File: config.mk
export PLATFORM = sky130hd
export DESIGN_NAME = vtrn_unit
export DESIGN_NICKNAME = d
export VERILOG_FILES = /design/src/rtl/vtrn_pkg.sv /design/src/rtl/vtrn_decode.sv /design/src/rtl/vtrn_permute.sv /design/src/rtl/vtrn_unit.sv
export SDC_FILE = /design/constraint.sdc
export NUM_CORES = 1
export LEC_CHECK = 0
export ABC_AREA = 1
export BUFFER_PORTS_ARGS = -buffer_cell sky130_fd_sc_hd__buf_2
export CORE_AREA = 5 5 168 170
export DETAILED_ROUTE_END_ITERATION = 8
export DIE_AREA = 0 0 173 175
export PLACE_DENSITY = 0.78
export SETUP_SLACK_MARGIN = 0.3
export SYNTH_ARGS = -nofsm -noshare
export SYNTH_HDL_FRONTEND = slang
export SYNTH_HIERARCHICAL = 1
export SYNTH_SLANG_ARGS = --single-unit
export TNS_END_PERCENT = 100
File: constraint.sdc
create_clock -name clk -period 2.15 [get_ports clk]
set_clock_uncertainty 0.15 [all_clocks]
set_input_delay 0.43 -clock clk [delete_from_list [all_inputs] [get_ports clk]]
set_output_delay 0.43 -clock clk [all_outputs]
set_load 0.1 [all_outputs]
File: src/rtl/vtrn_pkg.sv
package vtrn_pkg;
  localparam int INSTR_W = 32;
  localparam int IDX_W   = 5;

  typedef struct packed {
    logic             legal;
    logic             q;
    logic [1:0]       size;
    logic             part;
    logic [IDX_W-1:0] rd;
    logic [IDX_W-1:0] rn;
    logic [IDX_W-1:0] rm;
  } vtrn_dec_t;
endpackage

File: src/rtl/vtrn_decode.sv
module vtrn_decode
  import vtrn_pkg::*;
(
  input  logic [INSTR_W-1:0] instr,
  output vtrn_dec_t          dec
);
  logic fixed_ok;
  logic reserved;

  always_comb begin
    fixed_ok = (instr[31] == 1'b0) && (instr[29:24] == 6'b001110) &&
               (instr[21] == 1'b0) && (instr[15] == 1'b0) &&
               (instr[13:10] == 4'b1010);
    reserved = (instr[23:22] == 2'b11) && !instr[30];
    dec.legal = fixed_ok && !reserved;
    dec.q     = instr[30];
    dec.size  = instr[23:22];
    dec.part  = instr[14];
    dec.rd    = instr[4:0];
    dec.rn    = instr[9:5];
    dec.rm    = instr[20:16];
  end
endmodule

File: src/rtl/vtrn_permute.sv
module vtrn_permute #(
  parameter int VEC_W     = 128,
  parameter int NUM_SIZES = 4
) (
  input  logic [VEC_W-1:0] src_a,
  input  logic [VEC_W-1:0] src_b,
  input  logic [1:0]       size,
  input  logic             part,
  output logic [VEC_W-1:0] perm
);
  logic [VEC_W-1:0] cand [NUM_SIZES];

  for (genvar s = 0; s < NUM_SIZES; s++) begin : g_size
    localparam int EW = 8 << s;
    localparam int NE = VEC_W / EW;
    for (genvar e = 0; e < NE; e++) begin : g_elem
      if (e % 2 == 0) begin : g_even
        // even slot: first source, element e (part 0) or e+1 (part 1)
        assign cand[s][e*EW +: EW] = part ? src_a[(e+1)*EW +: EW]
                                          : src_a[e*EW +: EW];
      end else begin : g_odd
        // odd slot: second source, element e-1 (part 0) or e (part 1)
        assign cand[s][e*EW +: EW] = part ? src_b[e*EW +: EW]
                                          : src_b[(e-1)*EW +: EW];
      end
    end
  end

  always_comb begin
    perm = cand[0];
    for (int s = 1; s < NUM_SIZES; s++) begin
      if (size == 2'(s)) perm = cand[s];
    end
  end
endmodule

File: src/rtl/vtrn_unit.sv
module vtrn_unit
  import vtrn_pkg::*;
#(
  parameter int VEC_W      = 128,
  parameter int NUM_SIZES  = 4,
  parameter bit REGISTERED = 1'b1
) (
  input  logic               clk,
  input  logic               rst_n,
  input  logic               in_valid,
  input  logic [31:0]        instr,
  input  logic [VEC_W-1:0]   src_a,
  input  logic [VEC_W-1:0]   src_b,
  output logic               out_valid,
  output logic [VEC_W-1:0]   result,
  output logic               illegal,
  output logic [4:0]         rd_idx,
  output logic [4:0]         rn_idx,
  output logic [4:0]         rm_idx
);
  localparam int HALF_W = VEC_W / 2;

  vtrn_dec_t        dec;
  logic [VEC_W-1:0] perm;
  logic [VEC_W-1:0] res_nxt;

  vtrn_decode u_dec (
    .instr (instr),
    .dec   (dec)
  );

  vtrn_permute #(.VEC_W(VEC_W), .NUM_SIZES(NUM_SIZES)) u_perm (
    .src_a (src_a),
    .src_b (src_b),
    .size  (dec.size),
    .part  (dec.part),
    .perm  (perm)
  );

  always_comb begin
    if (!dec.legal)  res_nxt = '0;
    else if (dec.q)  res_nxt = perm;
    else             res_nxt = {{HALF_W{1'b0}}, perm[HALF_W-1:0]};
  end

  if (REGISTERED) begin : g_reg
    logic             vld_q;
    logic [VEC_W-1:0] res_q;
    logic             ill_q;
    logic [4:0]       rd_q, rn_q, rm_q;

    always_ff @(posedge clk or negedge rst_n) begin
      if (!rst_n) begin
        vld_q <= 1'b0;
        res_q <= '0;
        ill_q <= 1'b0;
        rd_q  <= '0;
        rn_q  <= '0;
        rm_q  <= '0;
      end else begin
        vld_q <= in_valid;
        if (in_valid) begin
          res_q <= res_nxt;
          ill_q <= !dec.legal;
          rd_q  <= dec.rd;
          rn_q  <= dec.rn;
          rm_q  <= dec.rm;
        end
      end
    end

    assign out_valid = vld_q;
    assign result    = res_q;
    assign illegal   = ill_q;
    assign rd_idx    = rd_q;
    assign rn_idx    = rn_q;
    assign rm_idx    = rm_q;
  end else begin : g_comb
    assign out_valid = in_valid;
    assign result    = res_nxt;
    assign illegal   = !dec.legal;
    assign rd_idx    = dec.rd;
    assign rn_idx    = dec.rn;
    assign rm_idx    = dec.rm;
  end
endmodule

# --- Yosys cells after proc, flatten, opt, wreduce, memory -nomap -nowiden ---
# Cells that the tools add are included.
word_totals:
  register_bits: 145
  latchBits: 0
  ramBits: 0
  romBits: 0
  in_bits: 291
  out_inout_bits: 145
  wordCells: 58
  memories: 0
op_classes:
  add_sub_neg: 0
  multipliers: 0
  div: 0
  order_cmp: 0
  eq_ne: 5
  shifts: 0
  muxes: 35
  bitwise_logic: 3
  n_reduce_logical: 9
op_table:
  columns: ["op", "count"]
  rows:
  - ["$mux W128", 5]
  - ["$mux W16", 8]
  - ["$mux W32", 4]
  - ["$mux W64", 2]
  - ["$mux W8", 16]
  - ["$eq A6 B4 Y1 const B", 1]
  - ["$logic_and A1 B1 Y1", 6]
  - ["$eq A2 B2 Y1 const B", 2]
  - ["$eq A4 B4 Y1 const B", 1]
  - ["$logic_not A1 Y1", 3]
  - ["$not A1 Y1", 3]
  - ["$eq A2 B1 Y1 const B", 1]

# --- Depth between registers and ports, before layout ---
depth:
  ltp_word: 7
  ltp_mapped: 13

# --- Cells and area by module ---
# Netlist, hierarchy kept.
by_module_without_submodules:
  columns: ["module", "instances", "cells_each", "area_per_inst_um2", "seq_area_each_um2"]
  rows:
  - ["vtrn_permute", 1, 1714, 7223.2, 0.0]
  - ["vtrn_unit", 1, 617, 5565.3, 3628.5]
  - ["vtrn_decode", 1, 35, 210.2, 0.0]

# --- Least setup slack after synthesis ---
# Ideal clock, no wire load.
synth_timing:
  path_kind: "input -> register"
  startpoint: "input instr[23]"
  endpoint: "register g_reg.res_q[126], in the netlist result[126]"
  setup_ps: 83
  t_arrival_ps: 1642
  required_ps: 1917
  path_slack_ps: 275
  path_stages: 11
  path_cell_list: "buf_4 > buf_4 > inv_2 > nand2_2 > nand2_1 > buf_2 > buf_4 > nor2_1 > o21ai_1 > nand2_1 > o21ai_0"
synth_between:
  elab_chain_len: 6
synth_rtl:
  columns: ["item", "line", "source"]
  rows:
  - ["start: declaration", "vtrn_unit.sv:11", "input logic [31:0] instr,"]
  - ["$eq A2 B1 Y1", "vtrn_permute.sv:32", "if (size == 2'(s)) perm = cand[s];"]
  - ["$mux W128 (2 in series)", "vtrn_permute.sv:32", null]
  - ["$mux W128 *", "vtrn_permute.sv:32", null]
  - ["net perm[126]", "vtrn_unit.sv:24", "logic [VEC_W-1:0] perm;"]
  - ["$mux W128 *", "vtrn_unit.sv:42", "else if (dec.q) res_nxt = perm;"]
  - ["$mux W128 *", "vtrn_unit.sv:41", "if (!dec.legal) res_nxt = '0;"]
  - ["end signal: assignment", "vtrn_unit.sv:63", "res_q <= res_nxt;"]
  - ["end: declaration", "vtrn_unit.sv:48", "logic [VEC_W-1:0] res_q;"]
# Mark *: on every way through the listed nets, which the timed path passes. The rest lies on a longest branch.
# A chain may end at the register's enable or synchronous reset.

# --- Worst setup path after layout ---
layout_timing:
  startpoint: "register g_reg.res_q[31], in the netlist result[31]"
  endpoint: "output result[31]"
layout_lines:
  columns: ["item", "line", "source"]
  rows:
  - ["end: declaration", "vtrn_unit.sv:15", "output logic [VEC_W-1:0] result,"]
# No word-level cell between the ends.

==> reports/metrics.cfg <==
[detailed_routing]
via_per_inst = 5.82
dr.first_iter.drc_count = 2752
post_drt_wl_per_cell_um = 21.9
drtPass1Iterations = 6
vias = 18100
wl_mm = 68.2
drc = 0
detail-route-antenna-nets = 0

[sta]
tightest_slew_ps = 535
hold_viol_final = 0
finalWorstSetupSlack_ps = 326
slew_violations = 0
fin_crit_sh_pct = 84.8
fmax_mhz = 548
fin_hold_ws_ps = 27.1
fin_setup_tns_ps = 0
rsz0062_at_grt = no
period_minus_slack_ps = 1820
relSlewSlack_pct = 64.6
finalSetupViolCount = 0

[synth]
ys_seq_elements = 145
synth.distinct_cells = 27
async_flop_share_pct = 100
synth_edf_count = 0
synth_fp_nets = 2657
ys_seq_area_share_pct = 27.9
yosysWarnings = 6
synthCells = 2366
synth_flop_cell = dfrtp_1
avgSynthCellArea_um2 = 5.49
synth_area_mm2 = 0.0130

[floorplan]
core_area_mm2 = 0.0266
initial_core_util_pct = 48.9
row_count = 60
io_pins = 436
fp.dieH_um = 175
dieArea_mm2 = 0.0303
die_width_um = 173

[grt]
gr-usage-all-layers_pct = 43.0
grt_pass1_vias = 17100
antenna_found_initial = 5
overflow = 0
grt_pass1_wl_mm = 102
grt_max_degree = 82

[place]
placed_area_mm2 = 0.0160
dp_cells = 3073
gp_congestion = 1.03
port_buffers = 435
dpl_worst_slack_ps = 8.06
dp_hpwl_mm = 51.1

[worst_setup_path]
cp.required_ps = 1570
worst-path-buf-inv = 1
critical_path_class = flop to primary output
worstPathCellList = buf_6
crit_family = flip-flops
critPathLaunchType = flop
critPathMaxFanout = 2
cp.arrival_ps = 1240
cpMaxStageDelayCell = dfrtp_1
worst_path_largest_cell_delay_ps = 540
cp-end-kind = primary output

[power_and_ir_drop]
p_leak_nw = 9.94
power_density_mw_per_mm2 = 509
vdd_drop_max_uv = 568
finalPower_mw = 8.55

[status]
status = complete, no violations

[finish]
drive_gt1_share_pct = 21.6
final_area_mm2 = 0.0168
fin_nets = 3043
utilization_pct = 63.2
instances_no_fill = 3111
syn_to_final_growth_pct = 29.1

[clock_network]
htreeDepth = 4
ctsLongestPathBuffers = 2
clock-sinks = 145
cts_setup_buffers = 0
path_clk_slew_ps = 70
insertion_delay_ps = 430
cts_tree = done
cts_buffers = 17
cts_root_buf = clkbuf_16

[job]
maxCapViolations = 0

[min_path]
hold_class = input port to flop

## synth_stat cells (all sizes together) (8+ instances only)
master / count / area, µm²
nand4: 26 / 163
buf: 137 / 783
o211ai: 15 / 113
dfrtp: 145 / 3630
a21oi: 59 / 295
clkbuf: 40 / 156
nand2: 1250 / 4700
nor2: 185 / 709
nor3: 8 / 40.0
o21ai: 166 / 831
inv: 131 / 492
nand3: 171 / 856
nand3b: 16 / 120
## power by group
group	switching (mW)	total (mW)	internal (mW)
Combinational	1.84	2.73	0.893
Sequential	0.0131	2.76	2.75
Clock	1.50	3.06	1.55
Total	3.35	8.55	5.20
## sequential cells by signal (all words and copies together), names as in the netlist
register   count
rm_idx         5
result       128
out_valid      1
rd_idx         5
rn_idx         5
illegal        1
## final timing paths
path / from / to / slack [ps] / cells after the start
setup / recovery: result[31]$_DFFE_PN0P_ / result[31] / 330 / 1
hold / removal: in_valid / out_valid$_DFF_PN0_ / 30 / 1
setup reg to reg: result[31]$_DFFE_PN0P_ / result[31]$_DFFE_PN0P_ / 1230 / 2
hold reg to reg: rm_idx[2]$_DFFE_PN0P_ / rm_idx[2]$_DFFE_PN0P_ / 320 / 2
max in group asynchronous: rst_n / result[43]$_DFFE_PN0P_ / 820 / 3
min in group asynchronous: rst_n / result[41]$_DFFE_PN0P_ / 360 / 2
## cells by family (layout without fill, tap and decap cells)
| group | Yosys count | count (layout) | synth area share, % |
|---|---|---|---|
| compound gates | 250 | 250 | 10.1 |
| other cells | 0 | 5 | 0 |
| flops | 145 | 145 | 27.9 |
| buf+inv | 309 | 708 | 11.1 |
| simple gates | 1662 | 1662 | 51.0 |
## layout by cell type, fill, tap and decap left out
cell	synthesis	layout
buf_6	7	6
inv_8	0	3
dfrtp_2	0	1
dfrtp_1	145	144
buf_12	0	40
a21oi_1	59	59
clkinv_2	1	1
diode_2	0	5
nand2_2	3	4
a22oi_1	1	1
clkbuf_16	0	17
dlygate4sd3_1	0	1
nand4_1	26	26
nor2_1	181	181
buf_4	29	103
nand3_1	171	171
clkbuf_1	35	1
nor3_1	8	8
or2_2	6	6
o21ai_1	9	9
nor2_2	3	2
clkbuf_8	0	2
o211ai_1	15	15
clkinvlp_4	0	5
inv_1	126	125
buf_2	86	360
inv_6	0	5
clkbuf_4	0	33
o21ai_0	157	157
a31oi_1	4	4
o21bai_1	5	5
nor2_4	1	2
inv_2	5	4
nand3b_1	16	16
inv_4	0	2
nand2_1	1247	1246
## per-layer routing
metal,global-route usage [%],vias to the layer above,wire length [µm]
li1,-,8135,-
met1,51.1,8163,24100
met2,67.8,1524,29900
met3,13.1,294,9150
met4,27.6,0,5090
met5,0,-,0
## final cells by class
class,instances,area [µm²]
fillers,2663,9790
multi-input cells,1912,7940
repair buffers,544,3710
flip-flops and latches,145,3630
inverters,132,502
clock buffers,19,443
well taps,341,427
clock inverters,13,115
diodes,5,12.5
## repair_timing
action / 4_1_cts / 5_1_grt
endpoints found under the hold margin: 39 / 0
setup endpoints to repair: 40 / 36
resized for setup: 42 / 37
hold buffers: 1 / 0
(Power assumes the default switching activity.)
